[src/rtl/pattern_source_pkg.sv]
package pattern_source_pkg;

    typedef enum logic [2:0] {
        PAT_P7   = 3'd0,
        PAT_P15  = 3'd1,
        PAT_P23  = 3'd2,
        PAT_P31  = 3'd3,
        PAT_SLOW = 3'd4,
        PAT_FAST = 3'd5,
        PAT_BYP  = 3'd6,
        PAT_BYP2 = 3'd7
    } pat_e;

    typedef enum logic [1:0] {
        ST_IDLE = 2'd0,
        ST_LEAD = 2'd1,
        ST_RUN  = 2'd2
    } pgs_state_e;

    localparam int NUM_SEQ = 4;
    localparam int SEQ_LEN [NUM_SEQ] = '{7, 15, 23, 31};
    localparam int SEQ_TAP [NUM_SEQ] = '{6, 14, 18, 28};

    function automatic logic is_bypass(input pat_e p);
        return (p == PAT_BYP) || (p == PAT_BYP2);
    endfunction

endpackage

[src/rtl/pg_lfsr.sv]
module pg_lfsr #(
    parameter int N   = 7,
    parameter int TAP = 6,
    parameter int W   = 32
) (
    input  logic         clk,
    input  logic         rst,
    input  logic         seed_i,
    input  logic         adv_i,
    output logic [W-1:0] word_o
);
    logic [N-1:0] st_q;
    logic [N-1:0] st_adv;

    always_comb begin
        logic [N-1:0] s;
        logic         b;
        s = st_q;
        word_o = '0;
        for (int i = 0; i < W; i++) begin
            b = s[N-1] ^ s[TAP-1];
            word_o[i] = b;
            s = {s[N-2:0], b};
        end
        st_adv = s;
    end

    always_ff @(posedge clk) begin
        if (rst || seed_i) begin
            st_q <= '1;
        end else if (adv_i) begin
            st_q <= st_adv;
        end
    end
endmodule

[src/rtl/pg_tone.sv]
module pg_tone #(
    parameter int W = 32
) (
    input  logic         clk,
    input  logic         rst,
    input  logic         seed_i,
    input  logic         adv_i,
    output logic [W-1:0] slow_o,
    output logic [W-1:0] fast_o
);
    logic phase_q;

    always_ff @(posedge clk) begin
        if (rst || seed_i) begin
            phase_q <= 1'b0;
        end else if (adv_i) begin
            phase_q <= ~phase_q;
        end
    end

    assign slow_o = phase_q ? '0 : '1;

    always_comb begin
        for (int i = 0; i < W; i++) begin
            fast_o[i] = ((i % 2) == 0);
        end
    end
endmodule

[src/rtl/pg_ctrl.sv]
module pg_ctrl
    import pattern_source_pkg::*;
#(
    parameter int CW = 16
) (
    input  logic          clk,
    input  logic          rst,
    input  logic          start_i,
    input  logic          stop_i,
    input  logic          pre_en_i,
    input  logic [CW-1:0] pre_len_i,
    output pgs_state_e    state_o,
    output logic          seed_o,
    output logic          adv_o
);
    pgs_state_e    st_q;
    logic [CW-1:0] left_q;

    always_ff @(posedge clk) begin
        if (rst || stop_i) begin
            st_q   <= ST_IDLE;
            left_q <= '0;
        end else if (start_i) begin
            st_q   <= (pre_en_i && (pre_len_i != '0)) ? ST_LEAD : ST_RUN;
            left_q <= pre_len_i;
        end else if (st_q == ST_LEAD) begin
            if (left_q <= CW'(1)) begin
                st_q <= ST_RUN;
            end else begin
                left_q <= left_q - CW'(1);
            end
        end
    end

    assign state_o = st_q;
    assign seed_o  = start_i && !stop_i;
    assign adv_o   = (st_q == ST_RUN);
endmodule

[src/rtl/pattern_source.sv]
module pattern_source
    import pattern_source_pkg::*;
#(
    parameter int W  = 32,
    parameter int CW = 16
) (
    input  logic          clk,
    input  logic          rst,
    input  logic          start_i,
    input  logic          stop_i,
    input  logic [2:0]    pat_sel_i,
    input  logic          pre_en_i,
    input  logic [W-1:0]  pre_word_i,
    input  logic [CW-1:0] pre_len_i,
    input  logic          inject_i,
    input  logic [W-1:0]  user_data_i,
    output logic [W-1:0]  data_o,
    output logic          valid_o
);
    pgs_state_e   st_q;
    logic         seed;
    logic         adv;
    pat_e         sel_q;
    logic [W-1:0] lead_q;
    logic         inj_q;
    logic         pend_q;
    logic [W-1:0] seq_w [NUM_SEQ];
    logic [W-1:0] slow_w;
    logic [W-1:0] fast_w;
    logic [W-1:0] body;

    pg_ctrl #(.CW(CW)) i_ctrl (
        .clk(clk), .rst(rst), .start_i(start_i), .stop_i(stop_i),
        .pre_en_i(pre_en_i), .pre_len_i(pre_len_i),
        .state_o(st_q), .seed_o(seed), .adv_o(adv)
    );

    for (genvar g = 0; g < NUM_SEQ; g++) begin : g_seq
        pg_lfsr #(.N(SEQ_LEN[g]), .TAP(SEQ_TAP[g]), .W(W)) i_lfsr (
            .clk(clk), .rst(rst), .seed_i(seed), .adv_i(adv),
            .word_o(seq_w[g])
        );
    end

    pg_tone #(.W(W)) i_tone (
        .clk(clk), .rst(rst), .seed_i(seed), .adv_i(adv),
        .slow_o(slow_w), .fast_o(fast_w)
    );

    always_ff @(posedge clk) begin
        if (rst) begin
            sel_q  <= PAT_P7;
            lead_q <= '0;
        end else if (seed) begin
            sel_q  <= pat_e'(pat_sel_i);
            lead_q <= pre_word_i;
        end
    end

    always_ff @(posedge clk) begin
        if (rst) begin
            inj_q  <= 1'b0;
            pend_q <= 1'b0;
        end else begin
            inj_q  <= inject_i;
            pend_q <= !start_i && !stop_i && (st_q == ST_RUN) && inject_i && !inj_q;
        end
    end

    always_comb begin
        case (sel_q)
            PAT_P7:   body = seq_w[0];
            PAT_P15:  body = seq_w[1];
            PAT_P23:  body = seq_w[2];
            PAT_P31:  body = seq_w[3];
            PAT_SLOW: body = slow_w;
            PAT_FAST: body = fast_w;
            default:  body = user_data_i;
        endcase
    end

    always_comb begin
        case (st_q)
            ST_LEAD: data_o = lead_q;
            ST_RUN:  data_o = body ^ {{(W-1){1'b0}}, pend_q};
            default: data_o = '0;
        endcase
    end

    assign valid_o = (st_q != ST_IDLE);
endmodule

[config.mk]
export PLATFORM = sky130hd
export DESIGN_NAME = pattern_source
export DESIGN_NICKNAME = d
export VERILOG_FILES = /design/src/rtl/pattern_source_pkg.sv /design/src/rtl/pg_lfsr.sv /design/src/rtl/pg_tone.sv /design/src/rtl/pg_ctrl.sv /design/src/rtl/pattern_source.sv
export SDC_FILE = /design/constraint.sdc
export NUM_CORES = 1
export LEC_CHECK = 0
export BUFFER_PORTS_ARGS = -buffer_cell sky130_fd_sc_hd__buf_2
export CORE_MARGIN = 2
export CORE_UTILIZATION = 56
export DETAILED_ROUTE_END_ITERATION = 12
export PLACE_DENSITY = 0.9
export SYNTH_ARGS = -nofsm -noshare
export SYNTH_HDL_FRONTEND = slang
export SYNTH_SLANG_ARGS = --single-unit
[constraint.sdc]
create_clock -name clk -period 2.74 [get_ports clk]
set_input_delay 0.411 -clock clk [delete_from_list [all_inputs] [get_ports clk]]
set_output_delay 0.411 -clock clk [all_outputs]
set_load 0.01 [all_outputs]
### Word level (Yosys, flattened, before mapping)

Index checks and enable logic that the tools add are counted.

| storage, ports and cells | value |
|---|---|
| flip-flop bits (word level) | 132 |
| input bits | 89 |
| output and inout bits | 33 |
| word-level logic and storage cells | 179 |

| cells by class | value |
|---|---|
| add/subtract/negate cells | 1 |
| $lt $le $gt $ge | 1 |
| equal/unequal tests | 8 |
| mux-type cells | 10 |
| bitwise gates (word level) | 130 |
| reduce and logical (&&, ||, !) cells | 18 |

Operators by type and width:

| cell | number |
|---|---|
| 32-bit one-hot mux with 6 select lines | 1 |
| 1-bit bitwise XOR | 128 |
| 32-bit one-hot mux with 2 select lines | 1 |
| 16-bit 2-to-1 mux | 3 |
| 32-bit 2-to-1 mux | 1 |
| 32-bit by 1-bit bitwise XOR with 32-bit output | 1 |
| 16-bit by 1-bit less-or-equal comparator with 1-bit output, second input constant | 1 |
| 16-bit nonzero test | 1 |
| 16-bit by 1-bit subtractor with 16-bit output, second input constant | 1 |
| 2-bit 2-to-1 mux | 4 |
| 3-bit by 2-bit equality test with 1-bit output, second input constant | 2 |
| 3-bit equality test, second input constant | 2 |
| 1-bit logical AND | 6 |
| 2-bit nonzero test | 3 |
| 2-bit AND reduction | 2 |
| 3-bit by 1-bit equality test with 1-bit output, second input constant | 1 |
| 1-bit zero test | 3 |
| 3-bit zero test | 1 |
| 2-bit by 1-bit equality test with 1-bit output, second input constant | 1 |
| 2-bit equality test, second input constant | 1 |
| 1-bit logical OR | 2 |
| 2-bit != test, second input constant | 1 |
| 1-bit NOT | 1 |

### Longest topological paths before layout

Gate-level depths: netlist of the first run.

| logic depth | value |
|---|---|
| depth after elaboration | 9 |
| mapped depth | 8 |
| gate-level depth less buffers | 7 |

### Hierarchy

Synthesis of the first run repeated with hierarchy kept, for this count alone.

| unflattened totals | value |
|---|---|
| cells, all modules | 1019 |
| area, all modules | 9516.6 um2 |

Modules (own cells, without submodules):

| module | times used | cells an instance | area each (um2) | seq. area each (um2) |
|---|---|---|---|---|
| pattern_source | 1 | 394 | 3575.9 | 740.7 |
| pg_lfsr (g_seq[3].i_lfsr) | 1 | 143 | 1545.2 | 620.6 |
| pg_lfsr (g_seq[2].i_lfsr) | 1 | 117 | 1267.5 | 460.4 |
| pg_ctrl | 1 | 131 | 1071.0 | 360.3 |
| pg_lfsr (g_seq[1].i_lfsr) | 1 | 100 | 890.9 | 300.3 |
| pg_lfsr (g_seq[0].i_lfsr) | 1 | 65 | 643.1 | 140.1 |
| pg_tone | 1 | 69 | 523.0 | 20.0 |

### Least setup slack after synthesis of the first run

No wires, ideal clock.

| path | value |
|---|---|
| path type | register to output |
| from | register sel_q[2] |
| to | output port data_o[4] |
| data arrival time | 1.766 ns |
| required time | 2.329 ns |
| path slack | 0.563 ns |
| stages on the path, launching flop included | 8 |
| buffers on the path | 3 |
| path through | dfxtp_1 -> clkbuf_1 -> clkbuf_1 -> nor2b_1 -> clkbuf_1 -> nor2_1 -> o221a_2 -> o21ai_0 |

| between the ends | value |
|---|---|
| longest elaborated chain between the ends | 4 |
| elaborated cells on any way between the ends | 9 |
| those cells by class | 5 x eq/ne; 2 x mux; 1 x bitwise; 1 x reduce/logical |

RTL lines:

| element | RTL line | text |
|---|---|---|
| from (decl) | pattern_source.sv:23 | `pat_e sel_q;` |
| from (signal assigned) | pattern_source.sv:55 | `sel_q <= pat_e'(pat_sel_i);` |
| 3-bit equality test (tied with other cells) | pattern_source.sv:71 | `case (sel_q)` |
| 32-bit one-hot mux with 6 select lines (*) | pattern_source.sv:71 |  |
| 32-bit by 1-bit bitwise XOR with 32-bit output (*) | pattern_source.sv:85 | `ST_RUN: data_o = body ^ {{(W-1){1'b0}}, pend_q};` |
| 32-bit one-hot mux with 2 select lines (*) | pattern_source.sv:83 | `case (st_q)` |
| to (decl) | pattern_source.sv:17 | `output logic [W-1:0] data_o,` |

Every way passes the cells marked *; elsewhere a longest branch is shown, timed or not.

### Worst setup path in the final report of the first run

| path | value |
|---|---|
| from | register sel_q[2] |
| to | output port data_o[18] |

Same word-level chain as after synthesis.

==> results of run 1 <==
-- critical path: cells and delay by family (launching register included) --
kind / cells / cell delay (ns)
flip-flops: 1 / 0.37
buffers and inverters: 3 / 0.54
AND/OR/NAND/NOR: 2 / 0.83
AO/OA/AOI/OAI: 1 / 0.12
-- cell usage after synthesis, types with 3 or more instances --
library cell | count | area [µm²]
nor2_1 | 37 | 139
buf_1 | 12 | 45.0
nor4_1 | 6 | 37.5
o2111ai_1 | 5 | 43.8
clkbuf_1 | 73 | 274
a22oi_1 | 4 | 30.0
a21oi_1 | 88 | 440
buf_2 | 5 | 25.0
mux2i_1 | 40 | 400
a221oi_1 | 6 | 52.6
o21ai_0 | 102 | 510
a31oi_1 | 5 | 31.3
or3_1 | 4 | 25.0
and3_1 | 3 | 18.8
a222oi_1 | 3 | 30.0
o211ai_1 | 6 | 45.0
xnor2_1 | 70 | 613
o221ai_1 | 12 | 105
o22ai_1 | 20 | 125
nand4_1 | 3 | 18.8
nor3_1 | 10 | 50.1
dfxtp_1 | 132 | 2640
nand2_1 | 242 | 908
or2_2 | 4 | 25.0
nand3_1 | 6 | 30.0
a32oi_1 | 4 | 35.0
xor2_1 | 68 | 596
nor2b_1 | 6 | 37.5
ha_1 | 5 | 62.6
nor3b_1 | 4 | 30.0
a211oi_1 | 5 | 37.5
inv_1 | 8 | 30.0
a21boi_0 | 4 | 30.0
and2_1 | 6 | 37.5
nand2b_1 | 5 | 31.3
-- layout by cell type (no fill, tap or decap), types with 5 or more instances in the layout --
cell       instances
o21ai_0           99
nand2_1          241
buf_2            121
dfxtp_2            6
o2111ai_1          5
o211ai_1           6
nand3_1            6
a211oi_1           5
mux2i_1           40
a31oi_1            5
nor3_1             9
nand2b_1           5
nor2b_1            5
o221ai_1          12
xnor2_1           68
dfxtp_1          124
xor2_1            65
clkbuf_16         17
buf_6              5
nor4_1             6
a21oi_1           87
nor2_1            35
buf_4             42
inv_1              5
o22ai_1           20
and2_1             5
a221oi_1           6
-- flip-flops by register name, summed over array words and instances, names as in the netlist --
signal / flops
sel_q: 3
i_ctrl.left_q: 16
inj_q: 1
lead_q: 32
g_seq.i_lfsr.st_q: 76
pend_q: 1
i_ctrl.state_o: 2
i_tone.phase_q: 1
-- stage by stage --
| stage | hold slack, ns | cells | setup WS, ns | setup TNS [ns] |
|---|---|---|---|---|
| floorplan | 0.436 | 1049 | 0.563 | 0 |
| global placement | 0.442 | 1305 | 0.397 | 0 |
| detailed placement | 0.447 | 1305 | 0.382 | 0 |
| CTS | 0.207 | 1337 | 0.00213 | 0 |
| global route | 0.213 | 1338 | -0.0193 | -0.0464 |
| finish | 0.213 | 1338 | 0.0283 | 0 |
-- final timing paths --
check | to | slack, ns | cells after the start
setup reg to reg | i_ctrl.left_q[1]$_SDFFE_PP0P_ | 0.61 | 7
hold / removal | lead_q[12]$_SDFFE_PP0P_ | 0.21 | 3
setup / recovery | data_o[18] | 0.03 | 6
hold reg to reg | lead_q[30]$_SDFFE_PP0P_ | 0.46 | 2
-- cell type report --
class	instances	area [µm²]
multi-input combinational	816	4990
clock inverter	14	125
fill	1083	4410
inverter	9	37.5
tap	180	225
timing repair buffer	169	992
sequential	132	2660
clock buffer	18	439
-- cell families after synthesis --
kind of cell	after synthesis	share of synthesized area [%]
mux	42	5.33
fa+ha+maj	5	0.789
buf+inv	101	4.89
flops	132	33.3
compound gates	284	21.4
simple gates	347	19.1
xor+xnor	138	15.2
-- layer usage --
metal / share of wire, % / routed length [µm]
met1: 38 / 9910
met2: 46 / 11900
met3: 11 / 2790
met4: 5.7 / 1500
met5: 0 / 0
-- what timing repair did --
item / in CTS / in global routing
buffers inserted: 0 / 1
setup endpoints to repair: 9 / 25
pin swaps: 1 / 2
resized for setup: 7 / 30
-- report_power, final --
group	internal [mW]	switching [mW]	total, mW	leakage (nW)
sequential	1.99	0.0951	2.09	1.08
combinational	0.337	0.501	0.837	2.27
clock	1.27	0.899	2.17	0.273
==> out/metrics.cfg, run 1 <==
[cells_and_area]
fin_nets = 1239
final_area_um2 = 9470
drive_above_1_share_pct = 20.8
finalCoreUtilization_pct = 68.2
antenna_cells = 0
area_growth_pct = 19.4

[clock_tree]
clockBufferDepth = 2
clockRootBuffer = clkbuf_16
ctsHoldBuffers = 0
clk_latency_ns = 0.43
htreeDepth = 4
clk_pin_slew_ns = 0.06
cts_tree = yes
cts_buffers = 17
cts.sinks = 132

[route]
first_pass_iters = 7
viasPerCell = 6.22
drc = 0
wl_mm = 26.1
avgRoutedWirePerCell_um = 19.5
drtIter0Drc = 1121
vias = 8328
antenna_left = 0

[critical_path]
critPathRequiredTime_ns = 2.33
cp.arrival_ns = 2.30
cp-start-kind = register
crit_chain = buf_4 -> or3_1 -> buf_6 -> or3b_2 -> o211ai_1 -> buf_2
end_kind = primary output
critPathSlowestCell = or3b_2
crit_path_max_incr_delay_ns = 0.46
reg2reg_from = i_ctrl.left_q[0]$_SDFFE_PP0P_
cp-startpoint = sel_q[2]$_SDFFE_PP0P_
cp_max_fo = 18
setup.worst_path.class = register to primary output

[global_route]
use_met2_pct = 55.0
gr-usage-met1_pct = 41.8
antenna_found_initial = 0
grt_start_max_net_pins = 88
grt_overflow_total = 0
grt_use_met3_pct = 9.13
grt_busiest_layer = met2
grt_pass1_wl_mm = 39.7
grt_usage_pct = 34.4
grt_pass1_vias = 7656

[logic_synthesis]
synthesis.nets = 1143
synth-async-reset-ratio_pct = 0
synth_edf_count = 0
synth.avg_cell_area_um2 = 7.56
syn-instance-count = 1049
yosys_warnings = 0
seq_area_frac_synth_pct = 33.3
synth_ff_type = dfxtp_1
synth-seq-cells = 132
netlist_area_um2 = 7930
synth_cell_type_count = 62

[die]
start_util_pct = 57.1
ios = 122
rows = 43
die_y_um = 123
core_um2 = 13900
die_w_um = 123
die_area_um2 = 15100

[min_path]
hold_start = pre_word_i[12]
hold_class = input port to register

[timing]
fin_crit_ns = 2.71
slew_violations = 0
max_freq_mhz = 369
finClkSkew_ns = 0.0101
relSlewSlack_pct = 32.2
finalSetupViolations = 0
hold_viol_final = 0
rsz0062_at_grt = yes
tightest_slew_ns = 1.02
fin_crit_sh_pct = 99.0

[power_and_ir_drop]
ir_drop_mv = 0.458
power_mw = 5.10
p_leak_nw = 3.62
powerDensity_nw_per_um2 = 539

[placement]
placed_area_um2 = 8780
io_buffers = 121
hpwl_mm = 18.8
gp_congestion = 1.07

[job]
cap_viol_max_count = 0

[outcome]
outcome = complete, no violations

No activity file was read; power rests on OpenSTA's default activity.
==> inputs of run 2 (changes only) <==
--- a/config.mk
+++ b/config.mk
@@ -7,9 +7,9 @@
 export LEC_CHECK = 0
 export BUFFER_PORTS_ARGS = -buffer_cell sky130_fd_sc_hd__buf_2
 export CORE_MARGIN = 2
-export CORE_UTILIZATION = 56
+export CORE_UTILIZATION = 35
 export DETAILED_ROUTE_END_ITERATION = 12
-export PLACE_DENSITY = 0.9
+export PLACE_DENSITY = 0.65
 export SYNTH_ARGS = -nofsm -noshare
 export SYNTH_HDL_FRONTEND = slang
 export SYNTH_SLANG_ARGS = --single-unit
==> run 2 against run 1 <==
Effect of this change: clock power rose by 8%; total power rose by 3.7%; fmax increased by 0.42%; largest cell class unchanged.
==> out/metrics.cfg, run 2 (same netlist as run 1, synthesis figures left out) <==
[timing]
relSlewSlack_pct = 28.6
finalSetupViolations = 0
fin_crit_sh_pct = 98.5
rsz0062_at_grt = yes
hold_viol_final = 0
fin_crit_ns = 2.70
tns_ns = 0
max_freq_mhz = 370
tightest_slew_ns = 1.07
finClkSkew_ns = 0.0106
slew_violations = 0

[placement]
dp.cells = 1417
placed_area_um2 = 8990
io_buffers = 121
hpwl_mm = 21.1
gp_congestion = 1.02

[cells_and_area]
layout_common_cells = nand2_1, dfxtp_1, buf_2, o21ai_0, a21oi_1
antenna_cells = 0
largest_reg_flops = 76
finalNonFillerCells = 1452
multiInputGateArea_um2 = 5000
area_growth_pct = 22.8
fin_nets = 1248
nFillCells = 2352
drive_above_1_share_pct = 21.3
reg_top3 = g_seq.i_lfsr.st_q: 76 flops, lead_q: 32 flops, i_ctrl.left_q: 16 flops
final_area_um2 = 9740
top_register = g_seq.i_lfsr.st_q
finalCoreUtilization_pct = 43.4
final_common_cell = nand2_1
register_area_um2 = 2660

[route]
wl_mm = 27.8
drc = 0
drtIter0Drc = 956
antenna_left = 0
viasPerCell = 5.52
vias = 8021
avgRoutedWirePerCell_um = 19.2
first_pass_iters = 6

[critical_path]
crit_chain = xnor2_2 -> xnor2_1 -> a221oi_1 -> a21oi_1 -> o211a_1 -> buf_2
crit_buf_inv = 1
crit_path_max_incr_delay_ns = 0.53
critPathRequiredTime_ns = 2.33
reg2reg_slack_ns = 0.63
cp_top_family = compound AO/OA/AOI/OAI gates
cp-start-kind = register
reg2reg_to = i_ctrl.left_q[1]$_SDFFE_PP0P_
ff2ff_path_depth = 7
critPathSlowestCell = dfxtp_1
cp.arrival_ns = 2.29
setup.worst_path.class = register to primary output
reg2reg_from = i_ctrl.left_q[0]$_SDFFE_PP0P_
cp_max_fo = 6
end_kind = primary output

[clock_tree]
clk_latency_ns = 0.43
clockRootBuffer = clkbuf_16
clk_pin_slew_ns = 0.07
cts.sinks = 132
htreeDepth = 4
clockBufferDepth = 2
ctsHoldBuffers = 0
cts_tree = yes
cts_buffers = 17

[global_route]
grt_usage_pct = 23.1
antenna_found_initial = 0
grt_pass1_vias = 7405
grt_overflow_total = 0
grt_pass1_wl_mm = 42.7
grt_start_max_net_pins = 91

[die]
die_area_um2 = 23900
ios = 122
start_util_pct = 35.4
die_y_um = 155
rows = 55
core_um2 = 22400
die_w_um = 155

[min_path]
hold_start = pre_word_i[2]
min_to = lead_q[2]$_SDFFE_PP0P_
hold_class = input port to register
holdPathStages = 3

[power_and_ir_drop]
p_leak_nw = 3.70
power_mw = 5.29
ir_drop_mv = 0.431
powerDensity_nw_per_um2 = 543

[outcome]
outcome = complete, no violations

[job]
cap_viol_max_count = 0

-- run 2: cell types whose count changed in the layout (fill, tap and decap cells not counted), moves of 3 or more --
cell,previous run,this run
inv_2,3,0
buf_6,5,2
inv_1,5,8
clkinv_4,2,5
inv_6,4,0
buf_4,42,52
clkinvlp_4,4,1
-- run 2: worst register-to-register path: stages (launching register included) --
cell and delay [ns]:
dfxtp_1 0.34, inv_1 0.10, ha_1 0.19, nor2_1 0.06
or4_1 0.53, o21ai_2 0.33, mux2_2 0.37, a21oi_1 0.13
-- run 2: layer usage --
metal / GRT usage, % / part of all wire [%]
met1: 33.5 / 46
met2: 33.2 / 41
met3: 4.20 / 8.4
met4: 10.2 / 3.8
met5: 0 / 0
-- run 2: worst max path at each step --
stage,from,cells past startpoint,endpoint,slack [ns]
2_1_floorplan,sel_q[2]$_SDFFE_PP0P_,7,data_o[4],0.56
3_3_place_gp,sel_q[1]$_SDFFE_PP0P_,7,data_o[7],0.26
3_5_place_dp,sel_q[1]$_SDFFE_PP0P_,5,data_o[9],0.28
4_1_cts,g_seq[0].i_lfsr.st_q[6]$_SDFFE_PP1N_,7,data_o[30],0.0003
5_1_grt,sel_q[0]$_SDFFE_PP0P_,7,data_o[1],-0.01
6_report,g_seq[1].i_lfsr.st_q[11]$_SDFFE_PP1N_,6,data_o[31],0.04
-- run 2: layout make-up --
cell class / instances / area share (%)
Timing Repair Buffer: 178 / 11.1
Clock buffer: 20 / 4.58
Sequential cell: 132 / 27.3
Clock inverter: 12 / 1.61
Inverter: 9 / 0.347
Multi-Input combinational cell: 816 / 51.4
Tap cell: 285 / 3.66
-- run 2: stage by stage --
stage	worst slack [ns]	hold WS, ns
floorplan	0.563	0.436
global placement	0.262	0.443
detailed placement	0.281	0.447
CTS	0.000255	0.205
global route	-0.0149	0.220
finish	0.0398	0.214
-- run 2: power breakdown --
part | internal (mW) | switching, mW
Clock | 1.46 | 0.891
Combinational | 0.343 | 0.511
Sequential | 1.99 | 0.0929
Total | 3.79 | 1.50
-- run 2: repair_timing --
action                     in CTS  in global routing
gates cloned                    0                  1
setup endpoints to repair      30                 21
pin swaps                       0                  4
gates resized for setup        11                 24
setup buffers                   0                  2
